$ cat config.mk
export PLATFORM = sky130hd
export DESIGN_NAME = cal_bank
export DESIGN_NICKNAME = d
export VERILOG_FILES = /design/src/rtl/cal_bank.sv
export SDC_FILE = /design/constraint.sdc
export NUM_CORES = 1
export LEC_CHECK = 0
export BUFFER_PORTS_ARGS = -buffer_cell sky130_fd_sc_hd__buf_2
export CAP_MARGIN = 0
export CORE_ASPECT_RATIO = 0.6
export CORE_MARGIN = 2
export CORE_UTILIZATION = 28
export CTS_CLUSTER_SIZE = 14
export DETAILED_ROUTE_END_ITERATION = 10
export HOLD_SLACK_MARGIN = 0.05
export PLACE_DENSITY = 0.49
export SYNTH_ARGS = -nofsm -noshare
export SYNTH_HDL_FRONTEND = slang
export SYNTH_SLANG_ARGS = --single-unit
$ cat constraint.sdc
create_clock -name clk -period 4.9 [get_ports clk]
set_input_delay 0.245 -clock clk [delete_from_list [all_inputs] [get_ports clk]]
set_output_delay 0.245 -clock clk [all_outputs]
set_load 0.02 [all_outputs]
$ cat src/rtl/cal_bank.sv
module cal_bank #(
  parameter int W   = 24,
  parameter int NCH = 2,
  localparam int CW  = $clog2(W),
  localparam int CHW = (NCH > 1) ? $clog2(NCH) : 1
) (
  input  logic             clk,
  input  logic             rst_n,
  input  logic             ser_cs_n,
  input  logic             ser_stb,
  input  logic             ser_din,
  output logic             ser_dout,
  input  logic [CHW-1:0]   sel_ch,
  input  logic             sel_gain,
  input  logic             ser_wr,
  input  logic             mode_normal,
  input  logic             sync_hold,
  input  logic             acq_start,
  input  logic [CHW-1:0]   acq_ch,
  output logic [NCH*W-1:0] act_off,
  output logic [NCH*W-1:0] act_gain,
  output logic [NCH-1:0]   pending,
  output logic [NCH-1:0]   discard
);
  localparam logic [W-1:0] OFF_RST  = '0;
  localparam logic [W-1:0] GAIN_RST = {1'b1, {(W-1){1'b0}}};
  localparam logic [CW-1:0] LAST    = CW'(W-1);

  logic [W-1:0]  stg_off [NCH];
  logic [W-1:0]  stg_gain[NCH];
  logic [W-1:0]  cur_off [NCH];
  logic [W-1:0]  cur_gain[NCH];
  logic [W-1:0]  shreg;
  logic [CW-1:0] cnt;
  logic [W-1:0]  new_word, rd_word;
  logic          wr_done, take;

  assign new_word = {shreg[W-2:0], ser_din};
  assign wr_done  = !ser_cs_n && ser_stb && (cnt == LAST) && ser_wr && mode_normal;
  assign take     = acq_start && !sync_hold;

  always_ff @(posedge clk or negedge rst_n) begin
    if (!rst_n) begin
      cnt   <= '0;
      shreg <= '0;
    end else if (ser_cs_n) begin
      cnt <= '0;
    end else if (ser_stb) begin
      shreg <= new_word;
      cnt   <= (cnt == LAST) ? '0 : cnt + 1'b1;
    end
  end

  always_ff @(posedge clk or negedge rst_n) begin
    if (!rst_n) begin
      for (int i = 0; i < NCH; i++) begin
        stg_off[i]  <= OFF_RST;
        stg_gain[i] <= GAIN_RST;
        cur_off[i]  <= OFF_RST;
        cur_gain[i] <= GAIN_RST;
      end
      pending <= '0;
      discard <= '0;
    end else begin
      for (int i = 0; i < NCH; i++) begin
        if (wr_done && sel_ch == CHW'(i)) begin
          if (sel_gain) stg_gain[i] <= new_word;
          else          stg_off[i]  <= new_word;
        end
        if (take && acq_ch == CHW'(i)) begin
          discard[i] <= pending[i];
          if (pending[i]) begin
            cur_off[i]  <= stg_off[i];
            cur_gain[i] <= stg_gain[i];
          end
        end
        if (wr_done && sel_ch == CHW'(i))
          pending[i] <= 1'b1;
        else if (take && acq_ch == CHW'(i))
          pending[i] <= 1'b0;
      end
    end
  end

  always_comb begin
    if (pending[sel_ch]) rd_word = sel_gain ? stg_gain[sel_ch] : stg_off[sel_ch];
    else                 rd_word = sel_gain ? cur_gain[sel_ch] : cur_off[sel_ch];
  end

  assign ser_dout = !ser_cs_n && rd_word[LAST - cnt];

  for (genvar g = 0; g < NCH; g++) begin : g_out
    assign act_off [g*W +: W] = cur_off[g];
    assign act_gain[g*W +: W] = cur_gain[g];
  end
endmodule


==> impl_metrics.yaml, run 1 <==
yosys:
  synth.avg_cell_area_um2: 15.87
  yosys.cell_types.count: 40
  synth_area_um2: 10110
  yosys_warnings: 0
  synth_fp_nets: 651
  netlist_instances: 637
  synth_edf_count: 0
  synth.ff_latch_count: 224
  async_flop_share_pct: 100.0
  synth.most_common_cell: "dfrtp_1"
  synth_ff_type: "dfrtp_1"
  synth_area_leader_cell: "dfrtp_1"
  yosysSeqAreaShare_pct: 55.51
  synthTopCellsByArea: "dfrtp_1 54%, mux2_2 24%, mux4_2 8.7%"
  yosys-top-cells-count: "220 x dfrtp_1, 217 x mux2_2, 39 x mux4_2"
  synth_top_area_share_pct: 54.47
floorplan:
  rows: 53
  initial_utilization_pct: 28.65
  io-pin-count: 113
  die_area_um2: 37680
  die_w_um: 249.3
  die_y_um: 151.2
  core_area_um2: 35280
final_layout:
  nNetsFinal: 763
  area_delta_synth_final_pct: 19.53
  multiInputGateArea_um2: 4300
  regArea_um2: 5610
  layout-drive-gt1-share_pct: 56.47
  finish.utilization_pct: 34.25
  final_cell_area_um2: 12080
  final.fill_count: 3450
  antennaDiodeCount: 0
sta:
  rsz0062_at_grt: "false"
  tns_ps: 0
  hold_violations: 0
  layout_min_cycle_time_ps: 3442
  fmax_mhz: 290.5
  worst_slew_pin_slew_ps: 996.0
  slew_headroom_pct: 33.60
  min_period_over_period_pct: 70.25
  layout_setup_ws_ps: 1458
  slew_viol_final: 0
  fin_skew_ps: 9.233
  setup_viol: 0
grt:
  grt_max_degree: 127
  gr-total-overflow: 0
  grt_pass1_wl_mm: 41.61
  grt_pass1_vias: 6189
  antenna_found_initial: 0
  track_usage_pct: 14.64
setup_path:
  cp_cell_sequence: "buf_4 -> buf_4 -> mux2i_1 -> nand2_1 -> a31oi_1 -> a22oi_1 -> o211ai_1 -> a32o_1 -> buf_2"
  r2r_cells: 5
  critPathMaxFanout: 28
  crit_arrival_ps: 3200
  slowest_delay_ps: 800
  crit_type: "in2out"
  critPathLaunchType: "primary input"
  critPathRequiredTime_ps: 4660
  critPathSlowestCell: "mux2i_1"
  critical_path.most_common_cell: "buf_4"
  end_kind: "output pin"
  r2r_slack_ps: 1970
drt:
  num_vias: 5961
  drtPass1Iterations: 4
  drt_iter0_drc: 331
  totalWireLength_mm: 26.91
  drtAntennaViolNets: 0
  drc: 0
  wl_per_cell_um: 21.84
  vias_per_cell: 4.838
placed_design:
  pre_cts_slack_ps: 1311
  port_buffers: 112
  place_area_um2: 11190
  gp_congestion: 0.7456
  dp_hpwl_mm: 17.59
cts:
  path_clk_slew_ps: 60
  htree_levels: 1
  post_cts_resized: 0
  tritoncts: "built"
  worstSkewPairLatency_ps: 520
  clock_path_buffers: 3
  cts_root_buf: "clkbuf_16"
  cts_setup_buffers: 0
  clock-sinks: 224
  numCtsBuffers: 23
  holdBufCountCts: 3
power:
  ir_drop_mv: 0.2149
  fin_total_pwr_mw: 4.194
  p_per_area_nw_per_um2: 347.2
  p_leak_nw: 5.998
hold_path:
  whs_path_depth: 3
  hold_class: "in2reg"
run_status:
  outcome: "complete, no violations"
run:
  drv_cap: 0
## worst max-delay path, delay by kind of cell
family,cells,cell delay [ps]
buffers and inverters,3,1190
AO/OA/AOI/OAI,4,830
multiplexers,1,800
AND/OR/NAND/NOR,1,100
## sequential cells by signal (all words and copies together) (netlist names)
signal,count
shreg,23
stg_gain,48
act_gain,48
cnt,5
discard,2
stg_off,48
act_off,48
pending,2
## through the flow
stage	hold WS (ps)	cells
floorplan	-50.59	637
global placement	452.5	1188
detailed placement	457.8	1188
CTS	53.41	1232
global route	69.92	1232
finish	78.75	1232
## cell type report
| type | instances | share of cell area, % |
|---|---|---|
| tap | 467 | 4.836 |
| timing repair buffer | 128 | 5.903 |
| inverter | 4 | 0.1243 |
| clock buffer | 31 | 5.592 |
| clock inverter | 10 | 1.512 |
| multi-input combinational | 368 | 35.59 |
| sequential | 224 | 46.44 |
## layer usage
layer	share of wire, %	GRT usage [%]
met3	4.1	2.887
met1	52	22.91
met5	0	0
met4	1.6	2.741
met2	42	20.80
## cell usage in the layout (no fill, tap or decap), types with 9 or more instances in the layout
| cell type | count |
|---|---|
| clkbuf_16 | 23 |
| mux2i_1 | 15 |
| mux2_2 | 217 |
| dfrtp_1 | 220 |
| nor2_1 | 9 |
| nand3_1 | 15 |
| buf_4 | 13 |
| mux4_1 | 12 |
| nand2_1 | 14 |
| mux4_2 | 39 |
| buf_2 | 110 |
## power breakdown
| group | total, mW | internal [mW] | switching, mW |
|---|---|---|---|
| combinational | 0.173 | 0.0813 | 0.0917 |
| clock | 2.00 | 1.23 | 0.776 |
| sequential | 2.02 | 1.91 | 0.107 |
## cell families after synthesis
logic type / Yosys count / synth area share (%)
muxes: 283 / 37.47
DFF: 224 / 55.51
and+or+nand+nor: 64 / 3.293
buffers and inverters: 45 / 2.166
AOI/OAI and AO/OA: 18 / 1.226
adders and majority gates: 2 / 0.2475
xor gates and xnor gates: 1 / 0.08667
## final timing paths
check / from / endpoint
max in group asynchronous: rst_n / stg_off[14]
min in group asynchronous: rst_n / act_off[24]
max reg2reg: cnt[0] / stg_gain[25]
max: sel_ch / ser_dout
min: ser_stb / cnt[1]
min reg2reg: discard[1] / discard[1]
Power figures use the tool's default switching activity.
==> run 2: changes to the inputs <==
clock period = 3.2 ns   (was 4.9 ns; I/O delays follow)
==> impl_metrics.yaml, run 2 (synthesized netlist as in run 1, its figures left out) <==
grt:
  grt_pass1_wl_mm: 41.81
  grt_max_degree: 79
  grt_pass1_vias: 6337
  antenna_found_initial: 0
  track_usage_pct: 14.59
  gr-total-overflow: 0
setup_path:
  crit_type: "reg2out"
  critPathLaunchType: "flop"
  crit_arrival_ps: 2910
  critPathMaxFanout: 3
  critPathRequiredTime_ps: 3040
  r2r_slack_ps: 800
  end_kind: "output pin"
placed_design:
  port_buffers: 112
  dp.cells: 1200
  dp_hpwl_mm: 17.71
  gp_congestion: 0.7876
floorplan:
  die_w_um: 249.3
  core_area_um2: 35280
  die_area_um2: 37680
  io-pin-count: 113
  initial_utilization_pct: 28.65
  die_y_um: 151.2
  rows: 53
sta:
  rsz0062_at_grt: "false"
  layout_min_cycle_time_ps: 3068
  min_period_over_period_pct: 95.88
  setup_viol: 0
  tns_ps: 0
  fin_skew_ps: 16.22
  slew_headroom_pct: 45.86
  fmax_mhz: 325.9
  slew_viol_final: 0
  hold_violations: 0
  worst_slew_pin_slew_ps: 812.1
final_layout:
  area_delta_synth_final_pct: 19.57
  stdcell_count: 1247
  antennaDiodeCount: 0
  layout-drive-gt1-share_pct: 55.90
  final_cell_mix: "220 x dfrtp_1, 217 x mux2_2, 110 x buf_2, 40 x mux4_2, 23 x clkbuf_16"
  final_common_cell: "dfrtp_1"
  nNetsFinal: 778
cts:
  htree_levels: 1
  cts_root_buf: "clkbuf_16"
  path_clk_slew_ps: 60
  cts_setup_buffers: 0
  clock-sinks: 224
  tritoncts: "built"
  numCtsBuffers: 22
  worstSkewPairLatency_ps: 520
  clock_path_buffers: 3
drt:
  drt_iter0_drc: 455
  drtAntennaViolNets: 0
  drtPass1Iterations: 5
  totalWireLength_mm: 26.85
  wl_per_cell_um: 21.53
  num_vias: 6046
  drc: 0
  vias_per_cell: 4.848
hold_path:
  hold_class: "in2reg"
run:
  drv_cap: 0
run_status:
  outcome: "complete, no violations"
power:
  ir_drop_mv: 0.4037
  p_leak_nw: 6.009
  p_per_area_nw_per_um2: 491.7
run 2: cell types whose count changed in the layout (fill, tap and decap cells not counted), moves of 2 or more:
cell | before | now
dlygate4sd3_1 | 3 | 7
clkinvlp_4 | 3 | 0
clkbuf_1 | 1 | 9
buf_12 | 1 | 4
clkbuf_8 | 7 | 2
clkinv_2 | 2 | 4
buf_4 | 13 | 22
bufinv_16 | 5 | 1
run 2: worst max-delay path: stages (launching register included):
cell and delay (ps):
dfrtp_1 420, mux4_2 480, mux2i_1 210, mux2i_1 100
mux4_2 520, or2_0 240, a32o_1 260, buf_2 170
run 2: repair_timing:
item | in CTS | in global routing
resized for setup | 0 | 2
hold buffers | 7 | 0
setup endpoints to repair | 0 | 1
hold endpoints to repair | 87 | 0
run 2: cell type report:
class / instances / area, um2
Timing Repair Buffer: 144 / 880.8
Clock buffer: 34 / 636.9
Inverter: 4 / 15.01
Sequential cell: 224 / 5610
Multi-Input combinational cell: 368 / 4299
Fill cell: 3463 / 23190
Clock inverter: 6 / 58.81
Tap cell: 467 / 584.3
run 2: stage by stage:
step / util, % / hold WS [ps] / setup slack, ps / instance area (um2) / total power, mW
after floorplan: - / -135.6 / 861.0 / 10110 / 3.236
after global placement: 32.09 / 205.2 / 329.7 / 11320 / 3.420
after detailed placement: 32.09 / 211.8 / 298.2 / 11320 / 3.420
after CTS: 34.26 / 55.43 / 53.92 / 12090 / 6.035
after global routing: 34.26 / 81.90 / 2.887 / 12090 / 6.213
final: 34.26 / 70.22 / 131.7 / 12090 / 5.942
run 2: routing by layer:
metal | global-route usage (%) | part of all wire, % | routed length (um) | vias up
met4 | 2.199 | 1.2 | 315 | 0
li1 | - | - | - | 2662
met3 | 2.715 | 4.3 | 1153 | 21
met2 | 21.51 | 43 | 11530 | 149
met1 | 22.52 | 52 | 13850 | 3214
met5 | 0 | 0 | 0 | -
run 2: power breakdown:
part	internal [mW]	switching, mW
Sequential	2.92	0.154
Combinational	0.136	0.154
Clock	1.46	1.12
run 2: path summary, 6_finish.rpt:
| check | from | end | cells after the start |
|---|---|---|---|
| worst max-delay path | act_gain[11] | ser_dout | 7 |
| worst min-delay path | sync_hold | pending[0] | 3 |
| worst max register to register | cnt[3] | stg_gain[40] | 7 |
| worst min register to register | discard[1] | discard[1] | 2 |
| max in group asynchronous | rst_n | act_gain[9] | 3 |
| min in group asynchronous | rst_n | act_gain[21] | 2 |
